==> src/rtl/cfgsnoop_pkg.sv <==
package cfgsnoop_pkg;

    typedef enum logic {
        PH_IDLE = 1'b0,
        PH_BUSY = 1'b1
    } phase_t;

    localparam logic [3:0] CMD_CFG_WR = 4'b1011;
    localparam logic [1:0] CFG_TYPE0  = 2'b00;

endpackage

==> src/rtl/cfgsnoop_phase.sv <==
module cfgsnoop_phase
    import cfgsnoop_pkg::*;
(
    input  logic       clk,
    input  logic       rst_n,
    input  logic       frame_n,
    input  logic [3:0] cmd_n,
    input  logic [1:0] addr_type,
    output logic       addr_phase,
    output logic       cfg_hit
);

    phase_t state_q;
    phase_t state_d;

    always_ff @(posedge clk or negedge rst_n) begin
        if (!rst_n) state_q <= PH_IDLE;
        else        state_q <= state_d;
    end

    always_comb begin
        state_d = state_q;
        unique case (state_q)
            PH_IDLE: if (!frame_n) state_d = PH_BUSY;   // IDLE_TO_BUSY
            PH_BUSY: if (frame_n)  state_d = PH_IDLE;   // BUSY_TO_IDLE
            default:               state_d = PH_IDLE;
        endcase
    end

    always_comb begin
        addr_phase = 1'b0;
        cfg_hit    = 1'b0;
        unique case (state_q)
            PH_IDLE: begin
                addr_phase = !frame_n;
                cfg_hit    = !frame_n && (cmd_n == CMD_CFG_WR) && (addr_type == CFG_TYPE0);
            end
            PH_BUSY: begin
                addr_phase = 1'b0;
                cfg_hit    = 1'b0;
            end
            default: begin
                addr_phase = 1'b0;
                cfg_hit    = 1'b0;
            end
        endcase
    end


    phase_once_chk: assert property (@(posedge clk) disable iff (!rst_n)
        addr_phase |=> !addr_phase);


    rearm_chk: assert property (@(posedge clk) disable iff (!rst_n)
        (state_q == PH_BUSY && frame_n) |=> (state_q == PH_IDLE));

endmodule

==> src/rtl/cfgsnoop_idreg.sv <==
module cfgsnoop_idreg #(
    parameter int              ID_W     = 16,
    parameter logic [ID_W-1:0] ID_VALUE = 16'hA5C3
) (
    input  logic clk,
    input  logic rst_n,
    input  logic shift_en,
    input  logic shift_bit,
    output logic match_nxt,
    output logic match_q
);

    logic [ID_W-1:0] id_q;
    logic [ID_W-1:0] id_d;

    always_comb begin
        id_d      = shift_en ? {id_q[ID_W-2:0], shift_bit} : id_q;
        match_nxt = (id_d == ID_VALUE);
    end

    always_ff @(posedge clk or negedge rst_n) begin
        if (!rst_n) begin
            id_q    <= '0;
            match_q <= 1'b0;
        end else begin
            id_q    <= id_d;
            match_q <= match_nxt;
        end
    end


    shift_in_chk: assert property (@(posedge clk) disable iff (!rst_n)
        shift_en |=> (id_q[0] == $past(shift_bit)) &&
                     (id_q[ID_W-1:1] == $past(id_q[ID_W-2:0])));


    id_hold_chk: assert property (@(posedge clk) disable iff (!rst_n)
        !shift_en |=> $stable(id_q));


    match_track_chk: assert property (@(posedge clk) disable iff (!rst_n)
        match_q == (id_q == ID_VALUE));

endmodule

==> src/rtl/cfgsnoop_cfgout.sv <==
module cfgsnoop_cfgout (
    input  logic clk,
    input  logic rst_n,
    input  logic hit,
    input  logic shift_req,
    input  logic match_nxt,
    input  logic clk_bit,
    input  logic dat_bit,
    output logic cfg_clk_o,
    output logic cfg_dat_o
);

    always_ff @(posedge clk or negedge rst_n) begin
        if (!rst_n) begin
            cfg_clk_o <= 1'b0;
            cfg_dat_o <= 1'b0;
        end else if (!match_nxt) begin
            cfg_clk_o <= 1'b0;
            cfg_dat_o <= 1'b0;
        end else if (hit && !shift_req) begin
            cfg_clk_o <= clk_bit;
            cfg_dat_o <= dat_bit;
        end
    end


    shift_no_rise_chk: assert property (@(posedge clk) disable iff (!rst_n)
        (hit && shift_req) |=> !$rose(cfg_clk_o));


    idle_hold_chk: assert property (@(posedge clk) disable iff (!rst_n)
        (!hit && match_nxt) |=> ($stable(cfg_clk_o) && $stable(cfg_dat_o)));

endmodule

==> src/rtl/cfgwr_snoop_loader.sv <==
module cfgwr_snoop_loader #(
    parameter int              ADDR_W    = 6,
    parameter int              ID_W      = 16,
    parameter logic [ID_W-1:0] ID_VALUE  = 16'hA5C3,
    parameter int              CLK_POS   = 2,
    parameter int              DAT_POS   = 3,
    parameter int              SHEN_POS  = 4,
    parameter int              SHVAL_POS = 5
) (
    input  logic              clk,
    input  logic              rst_n,
    input  logic              bus_frame_n,
    input  logic [3:0]        bus_cmd_n,
    input  logic [ADDR_W-1:0] bus_ad,
    output logic              cfg_clk_o,
    output logic              cfg_dat_o,
    output logic              id_ok_o
);

    logic addr_phase;
    logic cfg_hit;
    logic shift_en;
    logic match_nxt;

    cfgsnoop_phase u_phase (
        .clk        (clk),
        .rst_n      (rst_n),
        .frame_n    (bus_frame_n),
        .cmd_n      (bus_cmd_n),
        .addr_type  (bus_ad[1:0]),
        .addr_phase (addr_phase),
        .cfg_hit    (cfg_hit)
    );

    assign shift_en = cfg_hit && bus_ad[SHEN_POS];

    cfgsnoop_idreg #(
        .ID_W     (ID_W),
        .ID_VALUE (ID_VALUE)
    ) u_idreg (
        .clk       (clk),
        .rst_n     (rst_n),
        .shift_en  (shift_en),
        .shift_bit (bus_ad[SHVAL_POS]),
        .match_nxt (match_nxt),
        .match_q   (id_ok_o)
    );

    cfgsnoop_cfgout u_cfgout (
        .clk       (clk),
        .rst_n     (rst_n),
        .hit       (cfg_hit),
        .shift_req (bus_ad[SHEN_POS]),
        .match_nxt (match_nxt),
        .clk_bit   (bus_ad[CLK_POS]),
        .dat_bit   (bus_ad[DAT_POS]),
        .cfg_clk_o (cfg_clk_o),
        .cfg_dat_o (cfg_dat_o)
    );


    locked_quiet_chk: assert property (@(posedge clk) disable iff (!rst_n)
        !id_ok_o |-> (!cfg_clk_o && !cfg_dat_o));


    busy_no_hit_chk: assert property (@(posedge clk) disable iff (!rst_n)
        addr_phase |=> !cfg_hit);

endmodule

==> config.mk <==
export PLATFORM = sky130hd
export DESIGN_NAME = cfgwr_snoop_loader
export DESIGN_NICKNAME = d
export VERILOG_FILES = /design/src/rtl/cfgsnoop_pkg.sv /design/src/rtl/cfgsnoop_phase.sv /design/src/rtl/cfgsnoop_idreg.sv /design/src/rtl/cfgsnoop_cfgout.sv /design/src/rtl/cfgwr_snoop_loader.sv
export SDC_FILE = /design/constraint.sdc
export NUM_CORES = 1
export LEC_CHECK = 0
export ABC_AREA = 1
export BUFFER_PORTS_ARGS = -buffer_cell sky130_fd_sc_hd__buf_2
export CAP_MARGIN = 20
export CORE_MARGIN = 10
export CORE_UTILIZATION = 47
export DETAILED_ROUTE_END_ITERATION = 7
export GPL_TIMING_DRIVEN = 1
export PLACE_DENSITY = 0.79
export SYNTH_ARGS = -nofsm -noshare
export SYNTH_HDL_FRONTEND = slang
export SYNTH_SLANG_ARGS = --single-unit
export TNS_END_PERCENT = 100
==> constraint.sdc <==
create_clock -name clk -period 2.7 [get_ports clk]
set_input_delay 0.135 -clock clk [delete_from_list [all_inputs] [get_ports clk]]
set_output_delay 0.135 -clock clk [all_outputs]
set_load 0.02 [all_outputs]
==> After elaboration in Yosys (flattened, before gate mapping) <==
Cells that the tools add are included.
Widths: inputs -> output; s select.
{ "totals": {"ff_bits": 20, "in_bits": 13, "out_inout_bits": 3, "word_cells": 23} }
{ "classes": {"n_eq_ne": 3, "n_mux": 7, "bitwise_logic": 1, "n_reduce_logical": 7} }
{ "op_table": {"columns": ["operator", "count"], "rows": [
  ["$eq 16x16->1 const B", 1],
  ["$mux 16", 1],
  ["$mux 1", 5],
  ["$eq 4x4->1 const B", 1],
  ["$logic_and 1x1->1", 4],
  ["$logic_not 1->1", 2],
  ["$logic_not 2->1", 1],
  ["$ne 2x2->1 const B", 1],
  ["$pmux 1 s2", 1],
  ["$not 1->1", 1]
]} }

==> Logic depth before layout (Yosys ltp) <==
Gate-level depths: netlist (run 1).
{ "depth": {"ltp_word": 8, "mapped_depth": 12, "depth_no_buf": 11} }

==> Modules after synthesis <==
A second synthesis (run 1) with hierarchy kept.
{ "unflattened": {"cells_unflattened": 125, "hier_area_um2": 937.1} }
{ "modules_own_cells": {"columns": ["mod", "instances", "cells_per_inst", "area_each_um2", "seq_area_each_um2"], "rows": [
  ["cfgsnoop_idreg", 1, 102, 777.0, 425.4],
  ["cfgsnoop_cfgout", 1, 10, 87.6, 50.0],
  ["cfgsnoop_phase", 1, 11, 65.1, 25.0],
  ["cfgwr_snoop_loader", 1, 2, 7.5, 0.0]
]} }

==> Worst setup path after synthesis (run 1) <==
OpenSTA, ideal clock, no wires.
{ "synth_path": {"kind": "register to register", "startpoint": "reg u_phase.state_q", "endpoint": "reg u_cfgout.cfg_clk_o", "setup_ps": 116, "arrival_ps": 1302, "t_required_ps": 2584, "setup_slack_ps": 1282, "stages_incl_launch_ff": 12, "n_path_buf": 1, "period_less_slack_ps": 1418, "cell_sequence": "dfrtp_1 -> inv_1 -> nand2_4 -> nor2_8 -> nand3_4 -> buf_6 -> o21ai_0 -> nor2_1 -> nand2_1 -> nor2_1 -> nand2_1 -> nor2_1"} }
{ "synth_between": {"elab_chain_cells": 6, "word_cells_on_any_way": 8, "classes_between": "eq/ne (2); mux (3); bitwise (1); reduce/logical (2)"} }
{ "synth_rtl": {"columns": ["item", "line", "text"], "rows": [
  ["start: declaration", "cfgsnoop_phase.sv:13", "phase_t state_q;"],
  ["start signal: assignment", "cfgsnoop_phase.sv:18", "else state_q <= state_d;"],
  ["$not 1->1", null, null],
  ["$pmux 1 s2 (*)", "cfgsnoop_phase.sv:33", "unique case (state_q)"],
  ["$logic_and 1x1->1", "cfgwr_snoop_loader.sv:35", "assign shift_en = cfg_hit && bus_ad[SHEN_POS];"],
  ["$mux 16", "cfgsnoop_idreg.sv:17", "id_d = shift_en ? {id_q[ID_W-2:0], shift_bit} : id_q;"],
  ["$eq 16x16->1", "cfgsnoop_idreg.sv:18", "match_nxt = (id_d == ID_VALUE);"],
  ["$ne 2x2->1 (no line) or $mux 1 (tied branches)", null, null],
  ["end signal: assignment", "cfgsnoop_cfgout.sv:21", "cfg_clk_o <= clk_bit;"],
  ["end: declaration", "cfgsnoop_cfgout.sv:9", "output logic cfg_clk_o,"]
]} }
Mark *: on every way between the ends. The rest lies on a longest branch, timed or not.
A chain may end at the register's enable or synchronous reset.

==> Final worst setup path (run 1) <==
{ "layout_path": {"startpoint": "in bus_frame_n", "endpoint": "reg u_cfgout.cfg_dat_o"} }
{ "layout_between": {"elab_chain_cells": 8, "word_cells_on_any_way": 10, "classes_between": "eq/ne (2); mux (3); reduce/logical (5)"} }
{ "layout_rtl": {"columns": ["item", "line", "text"], "rows": [
  ["start: declaration", "cfgwr_snoop_loader.sv:12", "input logic bus_frame_n,"],
  ["$logic_not 1->1 (*)", null, null],
  ["$logic_and 1x1->1 (*) (2 in series)", "cfgsnoop_phase.sv:36", "cfg_hit = !frame_n && (cmd_n == CMD_CFG_WR) && (addr_type == CFG_TYPE0);"],
  ["$pmux 1 s2 (*)", "cfgsnoop_phase.sv:33", null],
  ["$logic_and 1x1->1", "cfgwr_snoop_loader.sv:35", null],
  ["$mux 16", "cfgsnoop_idreg.sv:17", null],
  ["$eq 16x16->1", "cfgsnoop_idreg.sv:18", null],
  ["$ne 2x2->1 (no line) or $mux 1 (tied branches)", null, null],
  ["end signal: assignment", "cfgsnoop_cfgout.sv:22", "cfg_dat_o <= dat_bit;"],
  ["end: declaration", "cfgsnoop_cfgout.sv:10", "output logic cfg_dat_o"]
]} }
Marks and branches as above.

==> impl_metrics.csv, run 1 <==
group,metric,value,unit
outcome,outcome,"finished, final reports clean",
timing,skew,2.12,ps
worst_setup_path,ff2ff_path_depth,11,
cells_and_area,area_growth,12.9,%
pwr,p_sw,0.152,mW
logic_synthesis,synthAdderAreaFrac,0,%
routing,drt_iter0_markers,31,
die,dieArea,4560,µm²
cells_and_area,antenna_cells,0,
hold_path,worstHoldPathType,"in -> reg",
cells_and_area,final_layout_size_suffix_gt1_share,27.1,%
logic_synthesis,yosys.area.top_type,"dfrtp_1",
logic_synthesis,synth_cell_types,16,
pwr,sw_frac_of_total,26.1,%
pwr,p_per_area,486,nW/µm²
timing,hold_violations,0,
clocking,cts_buffers,3,
flow_run,drv_cap,0,
worst_setup_path,r2r_end,"u_cfgout.cfg_dat_o",
timing,setup_viol,0,
clocking,path_clk_slew,110,ps
logic_synthesis,yosys_warnings,0,
worst_setup_path,ff2ff_setup_slack,980,ps
routing,drc,0,
timing,slew_viol_final,0,
clocking,cts_max_level,1,
logic_synthesis,synth_nets,141,
routing,wl_per_cell,11.5,µm
hold_path,hold_end,"u_idreg.id_q[0]",
logic_synthesis,synth.area.top_cells,"dfrtp_1, nand2_1, inv_1",
placement,portBuffers,15,
timing,setup_tns,0,ps
clocking,post_cts_buffers,0,
pwr,pwr-share-seq,55.4,%
timing,rsz0062_at_grt,"no",
hold_path,min_path_cells,5,
global_route,grt_pass1_wl,3530,µm
die,io-pin-count,16,
pwr,p_int,0.430,mW
worst_setup_path,cp-start-kind,"input pin",
global_route,grt-ovfl-total,0,
clocking,cts_root_buffer,"clkbuf_4",
logic_synthesis,synth-compound-area-share,0.472,%
pwr,finalPower,0.582,mW
routing,vias,835,
logic_synthesis,yosysTopAreaCellShare,47.2,%
routing,postRouteAntennaNets,0,
placement,place_ws,999,ps
logic_synthesis,synth-xor-area-share,0,%
logic_synthesis,synth_seq_cells,20,
die,die_x,67.5,µm
placement,dp_hpwl,1500,µm
timing,period_share,67.5,%
clocking,cts_num_sinks,20,
clocking,clk_latency,290,ps
pwr,power_frac_clock,28.8,%
placement,gp_congestion,0.910,
worst_setup_path,crit_fanout,17,
logic_synthesis,netlist_area,1060,µm²
global_route,grt_pass1_vias,846,
worst_setup_path,endpoint_kind,"flip-flop",
pwr,p_leak,0.686,nW
pwr,irDropWorstVdd,0.388,mV
worst_setup_path,cp.arrival,2050,ps
timing,maxSlewHeadroom,71.7,%
routing,viasPerCell,4.85,
worst_setup_path,path_class,"in -> reg",
routing,wirelength,1980,µm
clocking,cts_tree,"done",
die,start_util,48.4,%
die,core_region_area,2190,µm²
logic_synthesis,synth_cells,128,
cells_and_area,num-nets-final,158,
timing,tightest_slew,424,ps
hold_path,hold_start,"bus_ad[5]",
timing,setup_slack,878,ps
worst_setup_path,r2r_start,"u_phase.state_q",
logic_synthesis,synth_top_family_by_area,"simple AND/OR/NAND/NOR gates",
timing,max_freq,0.549,GHz
global_route,antenna_found_initial,0,
logic_synthesis,synth.yosys.seq_area_share,47.2,%
routing,dr.pass1.iters,4,
pwr,pwr-share-comb,15.7,%
clocking,clockBufferDepth,2,
die,die_h,67.5,µm
logic_synthesis,synth-simple-area-share,37.1,%
global_route,grt_max_degree,21,
global_route,grt_use_total,9.89,%
die,fp-row-count,17,
worst_setup_path,crit_required,2930,ps
logic_synthesis,syn_avg_cell_area,8.29,µm²
logic_synthesis,muxShareOfSynthArea,2.12,%
timing,period_minus_slack,1820,ps
==> through the flow <==
step,utilization (%),instance area [µm²],hold slack [ps],cells
global route,54.7,1200,219,172
detailed placement,52.1,1140,99.6,166
CTS,54.7,1200,171,172
global placement,52.1,1140,91.1,166
floorplan,-,1060,-161,128
finish,54.7,1200,177,172
==> registers in the layout, summed over array words and instances (netlist names) <==
name / cells
u_cfgout.cfg_clk_o: 1
u_cfgout.cfg_dat_o: 1
u_idreg.match_q: 1
u_idreg.id_q: 16
u_phase.state_q: 1
==> cell usage in the layout, fill, tap and decap left out <==
cell type,count
nand2_1,28
inv_1,26
dfrtp_1,20
nand4_1,15
buf_2,15
nor2_1,12
nand2_2,10
inv_2,3
clkbuf_4,3
nand2_4,2
nor2_8,2
mux2_2,2
dlygate4sd3_1,2
nand3_4,1
o21ai_0,1
nand3b_1,1
clkbuf_8,1
==> timing repair <==
item / in CTS / in global routing
hold buffers: 2 / 0
gates resized for setup: 0 / 0
endpoints found under the setup margin: 0 / 0
hold endpoints to repair: 21 / 0
==> worst max path at each step <==
| stage | start | cells after the start | slack (ps) | to |
|---|---|---|---|---|
| after floorplan | u_phase.state_q | 11 | 1280 | u_cfgout.cfg_clk_o |
| after global placement | u_phase.state_q | 11 | 1060 | u_cfgout.cfg_dat_o |
| after detailed placement | u_phase.state_q | 11 | 1000 | u_cfgout.cfg_dat_o |
| after CTS | bus_frame_n | 13 | 890 | u_cfgout.cfg_dat_o |
| after global routing | bus_frame_n | 13 | 680 | u_cfgout.cfg_clk_o |
| final | bus_frame_n | 13 | 880 | u_cfgout.cfg_dat_o |
==> area by class of cell <==
cell class              count  area [µm²]
clock buffers               4        36.3
fillers                   203         993
inverters                  29         109
multi-input cells          74         422
flip-flops and latches     20         500
well taps                  28        35.0
repair buffers             17        95.1
==> power groups by stage <==
stage	Combinational [mW]	Sequential, mW	Clock, mW
2_1_floorplan	0.0540	0.335	0
3_3_place_gp	0.0880	0.328	0
3_5_place_dp	0.0904	0.328	0
4_1_cts	0.0931	0.322	0.174
5_1_grt	0.107	0.326	0.187
6_report	0.0916	0.322	0.168
==> synthesized netlist by cell type, drive strengths merged <==
cell type,n
o21ai,1
nand3,1
nand4,15
mux2,2
buf,5
nand2,40
dfrtp,20
inv,29
nor2,14
nand3b,1
==> critical path: stages <==
cell	delay [ps]
dlygate4sd3_1	530
buf_2	130
inv_2	60
nand2_4	60
nor2_8	210
nand3_4	240
nand2_1	110
nand2_1	70
nor2_1	130
nand2_1	60
nor2_1	100
nand2_1	100
nor2_1	100
==> kinds of logic (layout without fill, tap and decap cells) <==
logic type,count (synthesis),after routing
mux,2,2
compound gates,1,1
simple gates,71,71
flops,20,20
buf+inv,34,50
==> per-layer routing <==
layer	vias to the layer above	part of all wire, %	routed length (µm)	global-route usage [%]
met5	-	0	0	0
met4	0	0.46	9	5.13
met3	2	8.5	167	3.64
met2	30	47	928	15.5
met1	378	44	870	11.6
li1	425	-	-	-
No activity file was read; power rests on OpenSTA's default activity.
==> inputs of run 2 (changes only) <==
ABC_AREA = 0   (was 1)
PLACE_DENSITY = 0.83   (was 0.79)
clock period = 1.5 ns   (was 2.7 ns; I/O delays follow)
==> run 2 against run 1 <==
Against the previous run:
- the flow now finishes with violations (negative setup slack)
- sequential power is 69% higher
- synthesized cell count down 55%
- global-route usage decreased by 1.3 points
- critical path type is now reg -> reg
==> impl_metrics.csv, run 2 <==
group,metric,value,unit
outcome,outcome,"finished with violations",
outcome,failed_checks,"negative setup slack",
timing,maxSlewHeadroom,70.9,%
pwr,pwr-share-comb,3.9,%
clocking,cts_tree,"done",
hold_path,worstHoldPathType,"in -> reg",
clocking,cts_num_sinks,20,
logic_synthesis,yosys_warnings,0,
pwr,p_per_area,893,nW/µm²
routing,drc,0,
logic_synthesis,synth-xor-area-share,0,%
clocking,post_cts_buffers,0,
worst_setup_path,endpoint_kind,"flip-flop",
die,dieArea,3920,µm²
logic_synthesis,synth.yosys.seq_area_share,58.6,%
pwr,power_frac_clock,42.3,%
logic_synthesis,synth_nets,71,
worst_setup_path,crit_fanout,3,
timing,setup_slack,-83.3,ps
cells_and_area,largest_reg_flops,16,
worst_setup_path,setup.worst_path.end,"u_cfgout.cfg_dat_o",
logic_synthesis,async_flop_share,100,%
logic_synthesis,synth-simple-area-share,15.8,%
worst_setup_path,ff2ff_setup_slack,-80,ps
worst_setup_path,r2r_end,"u_cfgout.cfg_dat_o",
timing,slew_viol_final,0,
worst_setup_path,crit_required,1730,ps
cells_and_area,area_growth,32.2,%
timing,skew,4.34,ps
cells_and_area,antenna_cells,0,
cells_and_area,final_layout_size_suffix_gt1_share,57.0,%
clocking,clockBufferDepth,2,
worst_setup_path,cp.arrival,1810,ps
global_route,grt_pass1_vias,627,
logic_synthesis,synth_seq_cells,20,
timing,max_freq,0.632,GHz
worst_setup_path,path_class,"reg -> reg",
logic_synthesis,synthAdderAreaFrac,0,%
global_route,grt_pass1_wl,2740,µm
routing,viasPerCell,5.20,
timing,hold_violations,0,
timing,fin_hold_ws,139,ps
worst_setup_path,path_delay_family,"simple AND/OR/NAND/NOR gates",
logic_synthesis,synth_edf_count,0,
cells_and_area,regMostFlops,"u_idreg.id_q",
clocking,cts_max_level,1,
flow_run,drv_cap,0,
logic_synthesis,synth-compound-area-share,0,%
die,fp-row-count,15,
routing,vias,577,
worst_setup_path,cp-start-kind,"flip-flop",
pwr,p_sw,0.178,mW
worst_setup_path,max_stage_delay,520,ps
logic_synthesis,synth_top_family_by_area,"multiplexers",
placement,gp_congestion,0.724,
pwr,finalPower,1.01,mW
die,die_h,62.6,µm
logic_synthesis,synth_cell_types,20,
global_route,grt_use_total,8.55,%
timing,setup_viol,3,
cells_and_area,layout_commonest_cell,"dfrtp_1",
timing,period_share,106,%
logic_synthesis,yosysTopAreaCellShare,58.6,%
die,start_util,49.5,%
cells_and_area,final_cell_mix,"dfrtp_1, mux2_2, buf_2, buf_4",
placement,place_ws,-46.4,ps
logic_synthesis,synth.area.top_cells,"dfrtp_1, mux2_2, mux2i_1",
clocking,cts_root_buffer,"clkbuf_4",
cells_and_area,fin_area,1130,µm²
pwr,p_int,0.831,mW
worst_setup_path,crit_path_cell_trace,"or4b_1, nor4_2, mux2i_2, nor3_2",
logic_synthesis,synthTopCellsByCount,"dfrtp_1, mux2_2, mux2i_1",
timing,rsz0062_at_grt,"yes",
pwr,pwr-share-seq,53.9,%
die,io-pin-count,16,
logic_synthesis,yosys.area.top_type,"dfrtp_1",
logic_synthesis,yosysMostFrequentCell,"dfrtp_1",
placement,portBuffers,15,
routing,dr.pass1.iters,2,
timing,period_minus_slack,1580,ps
worst_setup_path,startpoint,"u_idreg.id_q[10]",
placement,post_dp_cell_area,1020,µm²
worst_setup_path,cpMaxStageDelayCell,"or4b_1",
worst_setup_path,critPathBufInv,0,
logic_synthesis,muxShareOfSynthArea,24.6,%
die,core_region_area,1730,µm²
worst_setup_path,ff2ff_path_depth,4,
worst_setup_path,path_depth,4,
global_route,grt_max_degree,21,
routing,wirelength,1710,µm
cells_and_area,fillers,137,
timing,setup_tns,-184,ps
clocking,clk_latency,290,ps
logic_synthesis,netlist_area,855,µm²
placement,dp_hpwl,1190,µm
logic_synthesis,synth_ff_type,"dfrtp_1",
timing,tightest_slew,437,ps
routing,postRouteAntennaNets,0,
global_route,grt-ovfl-total,0,
routing,drt_iter0_markers,11,
cells_and_area,num-nets-final,100,
routing,wl_per_cell,15.4,µm
logic_synthesis,synth_cells,58,
die,die_x,62.6,µm
pwr,irDropWorstVdd,0.692,mV
logic_synthesis,syn_avg_cell_area,14.7,µm²
pwr,p_leak,0.560,nW
clocking,path_clk_slew,110,ps
pwr,sw_frac_of_total,17.6,%
worst_setup_path,r2r_start,"u_idreg.id_q[10]",
clocking,cts_buffers,3,
global_route,antenna_found_initial,0,
run 2: changes by cell type after synthesis, sizes merged, moves of 4 or more:
cell / delta
nand2: -38
nor2: -13
inv: -28
nand4: -15
buf: -4
mux2: +14
run 2: routing by layer:
layer / part of all wire, % / vias up / global-route usage, %
li1: - / 270 / -
met1: 49 / 287 / 9.83
met2: 45 / 18 / 14.1
met3: 4.9 / 2 / 2.51
met4: 0.70 / 0 / 4.19
met5: 0 / - / 0
run 2: area by class of cell:
| cell class | count | area (µm²) | area share (%) |
|---|---|---|---|
| timing repair buffer | 25 | 170 | 15.1 |
| tap | 25 | 31.3 | 2.77 |
| inverter | 1 | 3.75 | 0.332 |
| sequential | 20 | 500 | 44.3 |
| clock inverter | 1 | 30.0 | 2.66 |
| clock buffer | 3 | 22.5 | 1.99 |
| multi-input combinational | 36 | 372 | 32.9 |
run 2: worst reg2reg max path, delay by kind of cell (launching register included):
kind,cells,cell delay [ps]
DFF,1,400
muxes,1,140
and+or+nand+nor,3,970
run 2: through the flow:
step	utilization, %	cells
global placement	59.1	104
floorplan	-	58
global route	65.4	111
detailed placement	59.1	104
finish	65.4	111
CTS	63.9	111
run 2: power groups by stage:
stage / Combinational [mW] / Clock (mW) / Sequential, mW
floorplan: 0.00467 / 0 / 0.554
global placement: 0.0312 / 0 / 0.554
detailed placement: 0.0332 / 0 / 0.554
CTS: 0.0393 / 0.439 / 0.543
global route: 0.0432 / 0.453 / 0.544
finish: 0.0389 / 0.427 / 0.543
run 2: repair_timing:
item / 4_1_cts / 5_1_grt
gates resized for setup: 0 / 5
pin swaps: 1 / 3
cloned: 0 / 0
endpoints found under the hold margin: 22 / 0
hold buffers: 3 / 0
endpoints found under the setup margin: 3 / 3
run 2: kinds of logic after synthesis:
kind of cell	count (synthesis)
buffers and inverters	2
muxes	19
and+or+nand+nor	17
DFF	20
run 2: worst min path at each step:
stage / start / end / slack [ps] / cells past startpoint
floorplan: rst_n / u_cfgout.cfg_clk_o / -220 / 0
global placement: rst_n / u_idreg.match_q / 30 / 1
detailed placement: rst_n / u_cfgout.cfg_clk_o / 40 / 1
CTS: bus_ad[3] / u_cfgout.cfg_dat_o / 110 / 3
global route: bus_ad[2] / u_cfgout.cfg_clk_o / 170 / 3
finish: bus_ad[3] / u_cfgout.cfg_dat_o / 140 / 3
==> inputs of run 3 (changes only) <==
CAP_MARGIN = 25   (was 20)
CORE_MARGIN = 5   (was 10)
SKIP_CTS_REPAIR_TIMING = 1   (was default)
==> run 3 against run 2 <==
Against the previous run:
- critical path depth did not move
- clock power fell by 29%
- the flow still finishes with violations (negative setup slack)
- global-route usage rose by 3.6 points
- first-iteration DRC count fell by 91%
- final cell count rose by 0.90%
- critical endpoint unchanged
- count of clock-buffer cells in the layout rose by 1
- combinational power fell by 4%
- fmax rose by 0.89%
==> impl_metrics.csv, run 3 (synthesis results as in run 2) <==
group,metric,value,unit
routing,drt_iter0_markers,1,
pwr,p_per_area,795,nW/µm²
global_route,grt_use_total,12.1,%
placement,placedCellCount,104,
die,start_util,49.5,%
clocking,cts_buffers,3,
worst_setup_path,path_class,"reg -> reg",
clocking,cts_num_sinks,20,
routing,postRouteAntennaNets,0,
die,die_x,52.6,µm
worst_setup_path,critPathBufInv,0,
timing,fin_hold_ws,90.7,ps
outcome,failed_checks,"negative setup slack",
cells_and_area,final_cell_mix,"dfrtp_1, mux2_2, buf_2, buf_4",
global_route,grt_pass1_vias,566,
die,io-pin-count,16,
clocking,path_clk_slew,110,ps
worst_setup_path,crit_required,1720,ps
hold_path,min_path_cells,3,
hold_path,hold_start,"bus_ad[2]",
worst_setup_path,ff2ff_setup_slack,-70,ps
clocking,clockBufferDepth,2,
cells_and_area,num-nets-final,101,
hold_path,worstHoldPathType,"in -> reg",
flow_run,drv_cap,0,
routing,dr.pass1.iters,4,
timing,maxSlewHeadroom,71.8,%
worst_setup_path,max_stage_delay,510,ps
timing,period_minus_slack,1570,ps
pwr,p_leak,0.561,nW
placement,dp_hpwl,1050,µm
clocking,clk_latency,290,ps
die,fp-row-count,15,
pwr,sw_frac_of_total,19.6,%
timing,tightest_slew,424,ps
pwr,finalPower,0.882,mW
worst_setup_path,crit_fanout,3,
worst_setup_path,cpMaxStageDelayCell,"or3b_2",
timing,hold_violations,0,
worst_setup_path,crit_path_cell_trace,"or3b_2, nor4_4, mux2i_1, nor3_1",
placement,place_ws,-79.6,ps
cells_and_area,fillers,152,
timing,setup_tns,-101,ps
cells_and_area,layout_commonest_cell,"dfrtp_1",
placement,portBuffers,15,
timing,period_share,105,%
cells_and_area,final_cells,112,
pwr,power_frac_clock,34.2,%
outcome,outcome,"finished with violations",
routing,vias,557,
routing,viasPerCell,4.97,
pwr,p_int,0.709,mW
pwr,pwr-share-seq,61.6,%
worst_setup_path,cp-start-kind,"flip-flop",
routing,wl_per_cell,12.8,µm
global_route,grt_pass1_wl,2430,µm
pwr,p_sw,0.173,mW
worst_setup_path,endpoint_kind,"flip-flop",
clocking,cts_root_buffer,"clkbuf_4",
routing,wirelength,1430,µm
worst_setup_path,r2r_end,"u_cfgout.cfg_dat_o",
cells_and_area,area_growth,29.9,%
worst_setup_path,r2r_start,"u_idreg.id_q[14]",
clocking,cts_max_level,1,
timing,rsz0062_at_grt,"yes",
clocking,cts_tree,"done",
worst_setup_path,path_delay_family,"simple AND/OR/NAND/NOR gates",
worst_setup_path,cp.arrival,1790,ps
worst_setup_path,ff2ff_path_depth,4,
global_route,antenna_found_initial,0,
pwr,pwr-share-comb,4.2,%
timing,setup_viol,2,
die,die_h,52.6,µm
die,core_region_area,1730,µm²
cells_and_area,regMostFlops,"u_idreg.id_q",
global_route,grt_max_degree,21,
placement,gp_congestion,0.744,
hold_path,hold_end,"u_cfgout.cfg_clk_o",
cells_and_area,largest_reg_flops,16,
timing,slew_viol_final,0,
cells_and_area,antenna_cells,0,
timing,max_freq,0.637,GHz
routing,drc,0,
timing,setup_slack,-69.3,ps
cells_and_area,final_layout_size_suffix_gt1_share,55.2,%
pwr,irDropWorstVdd,0.606,mV
timing,skew,4.14,ps
global_route,grt-ovfl-total,0,
die,dieArea,2770,µm²
run 3: worst min-delay path, stage by stage:
cell and delay, ps:
buf_2 90, mux2i_1 120, nor3_1 60
run 3: worst max path at each step:
stage | start | to | cells past startpoint
after floorplan | u_idreg.id_q[2] | u_cfgout.cfg_clk_o | 4
final | u_idreg.id_q[14] | u_cfgout.cfg_dat_o | 4
after detailed placement | u_idreg.id_q[2] | u_cfgout.cfg_dat_o | 4
after global placement | u_idreg.id_q[2] | u_cfgout.cfg_dat_o | 4
after CTS | u_idreg.id_q[2] | u_cfgout.cfg_dat_o | 4
after global routing | u_idreg.id_q[4] | u_cfgout.cfg_dat_o | 4
run 3: final cells by class:
class	count	area [µm²]	area share, %
multi-input cells	36	360	32.5
flip-flops and latches	20	500	45.1
repair buffers	26	178	16.0
clock buffers	4	36.3	3.27
inverters	1	3.75	0.338
well taps	25	31.3	2.82
run 3: stage by stage:
stage	area (µm²)	util [%]
floorplan	855	-
global placement	1020	59.1
detailed placement	1020	59.1
CTS	1060	61.2
global route	1110	64.3
finish	1110	64.3
run 3: layer usage:
layer  GRT usage (%)  share of wire [%]  vias up
met4            7.66               0.70        0
met3            2.56                6.4        2
met2            18.8                 48       16
met1            15.1                 45      265
li1                -                  -      274
met5               0                  0        -
run 3: power groups by stage:
stage	clock [mW]	combinational, mW	sequential (mW)
3_3_place_gp	0	0.0315	0.554
3_5_place_dp	0	0.0325	0.554
6_report	0.302	0.0374	0.543
4_1_cts	0.317	0.0326	0.543
2_1_floorplan	0	0.00467	0.554
5_1_grt	0.342	0.0419	0.544
